## config.mk

```make
export PLATFORM = sky130hd
export DESIGN_NAME = nxpc_unit
export DESIGN_NICKNAME = d
export VERILOG_FILES = /design/src/rtl/nxpc_pkg.sv /design/src/rtl/nxpc_operand_sel.sv /design/src/rtl/nxpc_cond_eval.sv /design/src/rtl/nxpc_target_gen.sv /design/src/rtl/nxpc_unit.sv
export SDC_FILE = /design/constraint.sdc
export NUM_CORES = 1
export LEC_CHECK = 0
export ABC_AREA = 1
export BUFFER_PORTS_ARGS = -buffer_cell sky130_fd_sc_hd__buf_2
export CORE_ASPECT_RATIO = 1.4
export CORE_MARGIN = 3
export CORE_UTILIZATION = 30
export CTS_BUF_LIST = sky130_fd_sc_hd__clkbuf_2
export DETAILED_ROUTE_END_ITERATION = 16
export PLACE_DENSITY = 0.59
export SYNTH_ARGS = -nofsm -noshare
export SYNTH_HDL_FRONTEND = slang
export SYNTH_HIERARCHICAL = 1
export SYNTH_SLANG_ARGS = --single-unit
```

## constraint.sdc

```tcl
create_clock -name clk -period 0.8 [get_ports clk]
set_input_delay 0.04 -clock clk [delete_from_list [all_inputs] [get_ports clk]]
set_output_delay 0.04 -clock clk [all_outputs]
set_load 0.02 [all_outputs]
```

## src/rtl/nxpc_pkg.sv

```systemverilog
package nxpc_pkg;

    typedef enum logic [3:0] {
        OP_SEQ  = 4'h0,
        OP_BGT  = 4'h1,
        OP_BGE  = 4'h2,
        OP_BLT  = 4'h3,
        OP_BLE  = 4'h4,
        OP_BEQ  = 4'h5,
        OP_BNE  = 4'h6,
        OP_BALW = 4'h7,
        OP_BBS  = 4'h8,
        OP_BBC  = 4'h9,
        OP_JMP  = 4'hA,
        OP_JAL  = 4'hB
    } nxpc_op_e;

    // true for every opcode whose outcome depends on a condition
    function automatic logic is_cond_branch(nxpc_op_e op);
        return (op inside {OP_BGT, OP_BGE, OP_BLT, OP_BLE,
                           OP_BEQ, OP_BNE, OP_BBS, OP_BBC});
    endfunction

    // true for the absolute-target opcodes
    function automatic logic is_abs_jump(nxpc_op_e op);
        return (op == OP_JMP) || (op == OP_JAL);
    endfunction

endpackage

```

## src/rtl/nxpc_operand_sel.sv

```systemverilog
module nxpc_operand_sel #(
    parameter int DATA_W = 32,
    parameter int IMM_W  = 8
) (
    input  logic              imm_sel_i,
    input  logic [DATA_W-1:0] rs2_i,
    input  logic [IMM_W-1:0]  imm_i,
    output logic [DATA_W-1:0] op2_o
);

    logic [DATA_W-1:0] imm_ext;

    generate
        if (IMM_W < DATA_W) begin : g_pad
            assign imm_ext = {{(DATA_W-IMM_W){1'b0}}, imm_i};
        end else begin : g_trunc
            assign imm_ext = imm_i[DATA_W-1:0];
        end
    endgenerate

    assign op2_o = imm_sel_i ? imm_ext : rs2_i;

endmodule

```

## src/rtl/nxpc_cond_eval.sv

```systemverilog
module nxpc_cond_eval
    import nxpc_pkg::*;
#(
    parameter int DATA_W = 32
) (
    input  nxpc_op_e          op_i,
    input  logic [DATA_W-1:0] rs1_i,
    input  logic [DATA_W-1:0] op2_i,
    output logic              taken_o
);

    localparam int IDX_W = (DATA_W > 1) ? $clog2(DATA_W) : 1;

    logic             op2_gt;
    logic             op2_eq;
    logic [IDX_W-1:0] bit_idx;
    logic             bit_hit;

    // one magnitude compare and one equality feed all six compare forms
    assign op2_gt  = (op2_i > rs1_i);
    assign op2_eq  = (op2_i == rs1_i);
    assign bit_idx = op2_i[IDX_W-1:0];
    assign bit_hit = rs1_i[bit_idx];

    always_comb begin
        unique case (op_i)
            OP_BGT:  taken_o = op2_gt;
            OP_BGE:  taken_o = op2_gt | op2_eq;
            OP_BLT:  taken_o = ~(op2_gt | op2_eq);
            OP_BLE:  taken_o = ~op2_gt;
            OP_BEQ:  taken_o = op2_eq;
            OP_BNE:  taken_o = ~op2_eq;
            OP_BBS:  taken_o = bit_hit;
            OP_BBC:  taken_o = ~bit_hit;
            default: taken_o = 1'b0;
        endcase
    end

endmodule

```

## src/rtl/nxpc_target_gen.sv

```systemverilog
module nxpc_target_gen #(
    parameter int PC_W   = 16,
    parameter int OFS_W  = 10,
    parameter int JIMM_W = 16
) (
    input  logic [PC_W-1:0]   pc_i,
    input  logic [OFS_W-1:0]  off_i,
    input  logic              imm_sel_i,
    input  logic [JIMM_W-1:0] jimm_i,
    input  logic [PC_W-1:0]   rs2_lo_i,
    output logic [PC_W-1:0]   pc_seq_o,
    output logic [PC_W-1:0]   pc_br_o,
    output logic [PC_W-1:0]   pc_jmp_o
);

    logic [PC_W-1:0] off_ext;
    logic [PC_W-1:0] jimm_ext;

    generate
        if (OFS_W < PC_W) begin : g_ofs_sext
            assign off_ext = {{(PC_W-OFS_W){off_i[OFS_W-1]}}, off_i};
        end else begin : g_ofs_trunc
            assign off_ext = off_i[PC_W-1:0];
        end

        if (JIMM_W == PC_W) begin : g_jimm_eq
            assign jimm_ext = jimm_i;
        end else if (JIMM_W < PC_W) begin : g_jimm_pad
            assign jimm_ext = {{(PC_W-JIMM_W){1'b0}}, jimm_i};
        end else begin : g_jimm_trunc
            assign jimm_ext = jimm_i[PC_W-1:0];
        end
    endgenerate

    assign pc_seq_o = pc_i + PC_W'(1);
    assign pc_br_o  = pc_i + off_ext;
    assign pc_jmp_o = imm_sel_i ? jimm_ext : rs2_lo_i;

endmodule

```

## src/rtl/nxpc_unit.sv

```systemverilog
module nxpc_unit
    import nxpc_pkg::*;
#(
    parameter int PC_W   = 16,
    parameter int DATA_W = 32,
    parameter int IMM_W  = 8,
    parameter int OFS_W  = 10,
    parameter int JIMM_W = 16
) (
    input  logic              clk,
    input  logic              rst_n,
    input  logic [3:0]        op_i,
    input  logic              imm_sel_i,
    input  logic [PC_W-1:0]   pc_i,
    input  logic [DATA_W-1:0] rs1_i,
    input  logic [DATA_W-1:0] rs2_i,
    input  logic [IMM_W-1:0]  imm_i,
    input  logic [OFS_W-1:0]  off_i,
    input  logic [JIMM_W-1:0] jimm_i,
    output logic [PC_W-1:0]   npc_o,
    output logic              link_we_o,
    output logic [DATA_W-1:0] link_o
);

    typedef struct packed {
        logic [PC_W-1:0]   npc;
        logic              link_we;
        logic [DATA_W-1:0] link;
    } nxpc_state_t;

    nxpc_op_e          op;
    logic [DATA_W-1:0] op2;
    logic              taken;
    logic [PC_W-1:0]   pc_seq;
    logic [PC_W-1:0]   pc_br;
    logic [PC_W-1:0]   pc_jmp;
    logic [DATA_W-1:0] link_val;
    nxpc_state_t       st_d;
    nxpc_state_t       st_q;

    assign op = nxpc_op_e'(op_i);

    nxpc_operand_sel #(
        .DATA_W (DATA_W),
        .IMM_W  (IMM_W)
    ) u_opsel (
        .imm_sel_i (imm_sel_i),
        .rs2_i     (rs2_i),
        .imm_i     (imm_i),
        .op2_o     (op2)
    );

    nxpc_cond_eval #(
        .DATA_W (DATA_W)
    ) u_cond (
        .op_i    (op),
        .rs1_i   (rs1_i),
        .op2_i   (op2),
        .taken_o (taken)
    );

    nxpc_target_gen #(
        .PC_W   (PC_W),
        .OFS_W  (OFS_W),
        .JIMM_W (JIMM_W)
    ) u_tgt (
        .pc_i      (pc_i),
        .off_i     (off_i),
        .imm_sel_i (imm_sel_i),
        .jimm_i    (jimm_i),
        .rs2_lo_i  (rs2_i[PC_W-1:0]),
        .pc_seq_o  (pc_seq),
        .pc_br_o   (pc_br),
        .pc_jmp_o  (pc_jmp)
    );

    generate
        if (DATA_W > PC_W) begin : g_link_pad
            assign link_val = {{(DATA_W-PC_W){1'b0}}, pc_seq};
        end else begin : g_link_trunc
            assign link_val = pc_seq[DATA_W-1:0];
        end
    endgenerate

    always_comb begin
        st_d         = '0;
        st_d.npc     = pc_seq;
        if (is_cond_branch(op)) begin
            st_d.npc = taken ? pc_br : pc_seq;
        end else if (op == OP_BALW) begin
            st_d.npc = pc_br;
        end else if (is_abs_jump(op)) begin
            st_d.npc = pc_jmp;
            if (op == OP_JAL) begin
                st_d.link_we = 1'b1;
                st_d.link    = link_val;
            end
        end
    end

    always_ff @(posedge clk or negedge rst_n) begin
        if (!rst_n) begin
            st_q <= '0;
        end else begin
            st_q <= st_d;
        end
    end

    assign npc_o     = st_q.npc;
    assign link_we_o = st_q.link_we;
    assign link_o    = st_q.link;

endmodule

```

* Word-level counts from Yosys, hierarchy flattened *
Index checks and enable logic that the tools add are counted.

storage, ports and cells
  bits in registers = 49
  input bits = 121
  output and inout port bits = 49
  word-level logic and storage cells = 38

cells by class
  add/sub/neg operators = 2
  $lt $le $gt $ge = 2
  equal/unequal tests = 12
  muxes and demuxes = 12
  bitwise operators = 5
  reductions and logical operators = 2

operator list
  operator               number
  $mux 33                3
  $mux 16                4
  $mux 49                1
  $eq 32x32->1           1
  $gt 32x32->1           1
  $mux 32                1
  $add 16x1->16 const B  1
  $add 16x16->16         1
  $eq 4x3->1 const B     4
  $eq 4x4->1 const B     4
  $eq 4x2->1 const B     2
  $pmux 1 s8             1
  $reduce_bool 8->1      1
  $lt 5x6->1 const B     1
  $bmux 1 s5             1
  $eq 4x1->1 const B     1
  $not 1->1              4
  $logic_or 1x1->1       1
  $mux 1                 1
  $or 1x1->1             1

* Logic depth before layout (Yosys ltp) *
  depth in word-level cells = 7
  depth in mapped cells = 25
  depth with buffers taken out = 21

* Modules after synthesis *
Netlist, hierarchy kept.

modules (own cells, without submodules)
  module            instances  cells an instance  area an instance (um2)  sequential area each (um2)
  nxpc_unit         1          273                2014.4                  825.8
  nxpc_target_gen   1          248                1403.8                  0.0
  nxpc_cond_eval    1          237                1313.8                  0.0
  nxpc_operand_sel  1          77                 319.1                   0.0

* Worst setup path after synthesis *
OpenSTA, ideal clock, no wires.

  path type = input to register
  from = input imm_sel_i
  to = register st_q, in the netlist npc_o[0]
  library setup time = 0.117 ns
  arrival = 2.032 ns
  required time = 0.683 ns
  path slack = -1.350 ns
  cell stages on the path = 20
  path buffers = 4
  cell sequence = buf_6 inv_2 nand2_1 nand2_1 buf_6 inv_6 buf_8 ha_1 nand4_1 nor2_1 nand2_2 a21oi_1 nand2_1 nor2_1 nand3_1 clkbuf_1 nand2_1 o21ai_0 nand2_1 nand2_1

RTL lines
  element               RTL line          RTL
  from (decl)           nxpc_unit.sv:13   input logic imm_sel_i,
  to (signal assigned)  nxpc_unit.sv:105  st_q <= st_d;
  to (decl)             nxpc_unit.sv:39   nxpc_state_t st_q;

==> out/qor.yml <==
outcome:
  status: "complete, but fails checks"
  violations: "setup timing"
clocking:
  clock-sinks: 33
  cts_tree: "yes"
  numCtsBuffers: 5
  clkSlewWorstSetupHoldPaths_ns: 0.16
  htree_levels: 2
  clock-root-buffer: "clkbuf_2"
  cts.path.max_buffers: 2
worst_setup_path:
  critPathRequiredTime_ns: 1.10
  end_kind: "flop"
  worstPathArrival_ns: 2.16
  path_class: "input port to flop"
  worstSetupStartpoint: "imm_sel_i"
  cp_max_fo: 8
  start_kind: "input port"
  endpoint: "npc_o[13]"
yosys:
  async_flop_share: 1.00
  ys.warnings.count: 6
  synth_edf_count: 0
  syn_area_per_cell_sq_um: 6.05
  netlist_area_sq_um: 5050
  ys_seq_elements: 33
  ys_seq_area_frac: 0.163
  synth_ff_type: "dfrtp_1"
  syn_inst: 835
  synthDistinctLibCells: 40
route:
  drt_pass1_iterations: 4
  route.met3.wl_um: 685
  wl_met1_mm: 6.67
  met2_length_mm: 9.50
  dr_total_vias: 5907
  routed.top_layer: "met4"
  vias_per_cell: 4.56
  drt_iter0_markers: 331
  drc: 0
  wl_mm: 17.4
  ant_nets: 0
  wl_per_cell_um: 13.4
power:
  power_frac_clock: 0.147
  p_leak_uw: 0.00448
  max-vdd-ir-drop_mv: 0.524
  switching_share: 0.411
  switchingPower_uw: 3110
  power_frac_comb: 0.600
  internal_power_uw: 4460
  totalPowerFinal_uw: 7570
  p_per_area_nw_per_um2: 970
  p_seq_frac: 0.253
timing:
  final_hold_viol_count: 0
  fin_crit_sh: 2.32
  finalSetupViolations: 55
  setup_slack_ns: -1.06
  drv_slew: 0
  clock.fmax_mhz: 539
  rsz0062_at_grt: "true"
  min_period_ns: 1.86
place:
  io_buffers: 153
  pre_cts_ws_ns: -1.57
  gp_congestion: 0.873
  dp.final_hpwl_mm: 14.1
cells_and_area:
  final_util: 0.479
  fin_nets: 1265
  area_growth_pct: 54.5
  drive_gt1_frac: 0.373
floorplan:
  row_count: 55
  chipWidth_um: 116
  die_h_um: 160
  pin_count: 170
  die_area_sq_um: 18500
  coreArea_sq_um: 16300
  initial_core_util: 0.310
grt:
  grt_pass1_vias: 5752
  grt-ovfl-total: 0
  grt_pass1_wl_mm: 26.6
  antenna_found_initial: 1
  grt_max_degree: 34
  grt_use_total: 0.176
hold_path:
  hp-class: "input port to flop"
run:
  maxCapViolCount: 0
## logic make-up after synthesis
family          Yosys count  synth area share
fa+ha+maj                49             0.123
flops                    33             0.163
other cells               1          0.000742
mux                      16            0.0357
xor+xnor                 20            0.0347
buf+inv                 195             0.181
simple gates            468             0.405
compound gates           53            0.0565
## cell type report
cell class	instances	area [sq um]
clock buffer	6	30.0
multi-input combinational	622	3810
timing repair buffer	278	2250
tap	199	249
fill	1709	8500
clock inverter	2	33.8
inverter	155	607
antenna	1	2.50
sequential	33	826
## worst min-delay path by stage
stage | start | end | slack [ns] | depth (start not counted)
after floorplan | rst_n | link_o[0] | -0.26 | 0
after global placement | rst_n | link_o[8] | 0.01 | 2
after detailed placement | rst_n | link_o[8] | 0.01 | 2
after CTS | pc_i[7] | link_o[7] | 0.04 | 5
after global routing | pc_i[11] | link_o[11] | 0.05 | 5
final | pc_i[6] | link_o[6] | 0.06 | 5
## synthesized netlist by cell type (2+ instances only)
master    number  area [sq um]
nor2_2         9          56.3
inv_4          2          12.5
nor3_1         8          40.0
nand4_1       23           144
nand3_1       75           375
buf_6         11           124
o21ai_0       20           100
inv_2          4          15.0
and2_1         2          12.5
xnor2_1        6          52.6
o21ai_1        2          10.0
buf_2          6          30.0
nand2_1      270          1010
dfrtp_1       33           826
nand2_4        2          22.5
a21oi_1       24           120
inv_1        148           556
xor2_1        14           123
buf_4         19           143
o21bai_1       2          15.0
o21ai_2        2          17.5
clkbuf_1       3          11.3
nand3_2        3          30.0
ha_1          48           601
nand2_2        4          25.0
nor2_1        63           236
nand3b_1       3          22.5
mux2_2        16           180
o21a_1         2          15.0
## cells in the final DEF, fill, tap and decap left out, types with 4 or more instances in the layout
cell type	n
clkbuf_16	5
nand3_1	70
nand2_1	244
o21ai_2	7
nand4_1	23
nor2_2	10
inv_1	137
ha_1	38
nor2_4	10
xor2_1	11
nand3_4	5
conb_1	16
o21ai_1	14
nand3_2	4
buf_6	55
dfrtp_1	33
nor3_1	6
nor2_1	53
clkbuf_2	6
a21oi_1	23
mux2_2	16
buf_4	90
buf_2	114
buf_12	10
nand2_4	7
nand2_2	25
ha_4	10
inv_2	12
## repair_timing
item | CTS | global route
gates resized for setup | 102 | 87
endpoints found under the setup margin | 59 | 63
hold buffers | 1 | 0
cloned | 0 | 6
setup buffers | 2 | 8
pin swaps | 27 | 44
hold endpoints to repair | 33 | 0
## per-layer routing
| layer | vias up | GRT usage |
|---|---|---|
| met1 | 2647 | 0.197 |
| li1 | 3089 | - |
| met4 | 0 | 0.0596 |
| met5 | - | 0 |
| met2 | 142 | 0.341 |
| met3 | 29 | 0.00951 |
## worst max-delay path, cell delays in order
cell,delay [ns]
buf_12,0.11
clkbuf_16,0.16
buf_12,0.13
nand2_2,0.05
nand2_2,0.06
ha_4,0.27
nand2_4,0.05
nor2_4,0.09
nand4_1,0.10
nor2_2,0.10
nand2_2,0.09
a21oi_2,0.13
nand2_1,0.07
nor2_2,0.12
nand3_4,0.14
clkbuf_16,0.21
nand2_2,0.05
o21ai_1,0.06
nand2_1,0.05
nand2_1,0.06
## flip-flops by register name, summed over array words and instances, names as in the netlist
register / count
link_o: 16
link_we_o: 1
npc_o: 16
## power by group through the flow
stage,combinational [uW],clock [uW],sequential (uW)
floorplan,2170,0,2080
global placement,3830,0,1910
detailed placement,3870,0,1910
CTS,4130,1150,1920
global route,5040,1240,1930
finish,4540,1110,1920
## metrics by stage
stage | instance area [sq um] | instances | hold WS [ns] | setup TNS (ns)
floorplan | 5230 | 850 | -0.256 | -21.18
detailed placement | 6810 | 1270 | 0.00994 | -33.56
global route | 7800 | 1296 | 0.0510 | -27.41
finish | 7800 | 1296 | 0.0596 | -22.94
CTS | 7230 | 1281 | 0.0441 | -24.48
global placement | 6810 | 1270 | 0.00992 | -32.69
No activity file was read; power rests on OpenSTA's default activity.
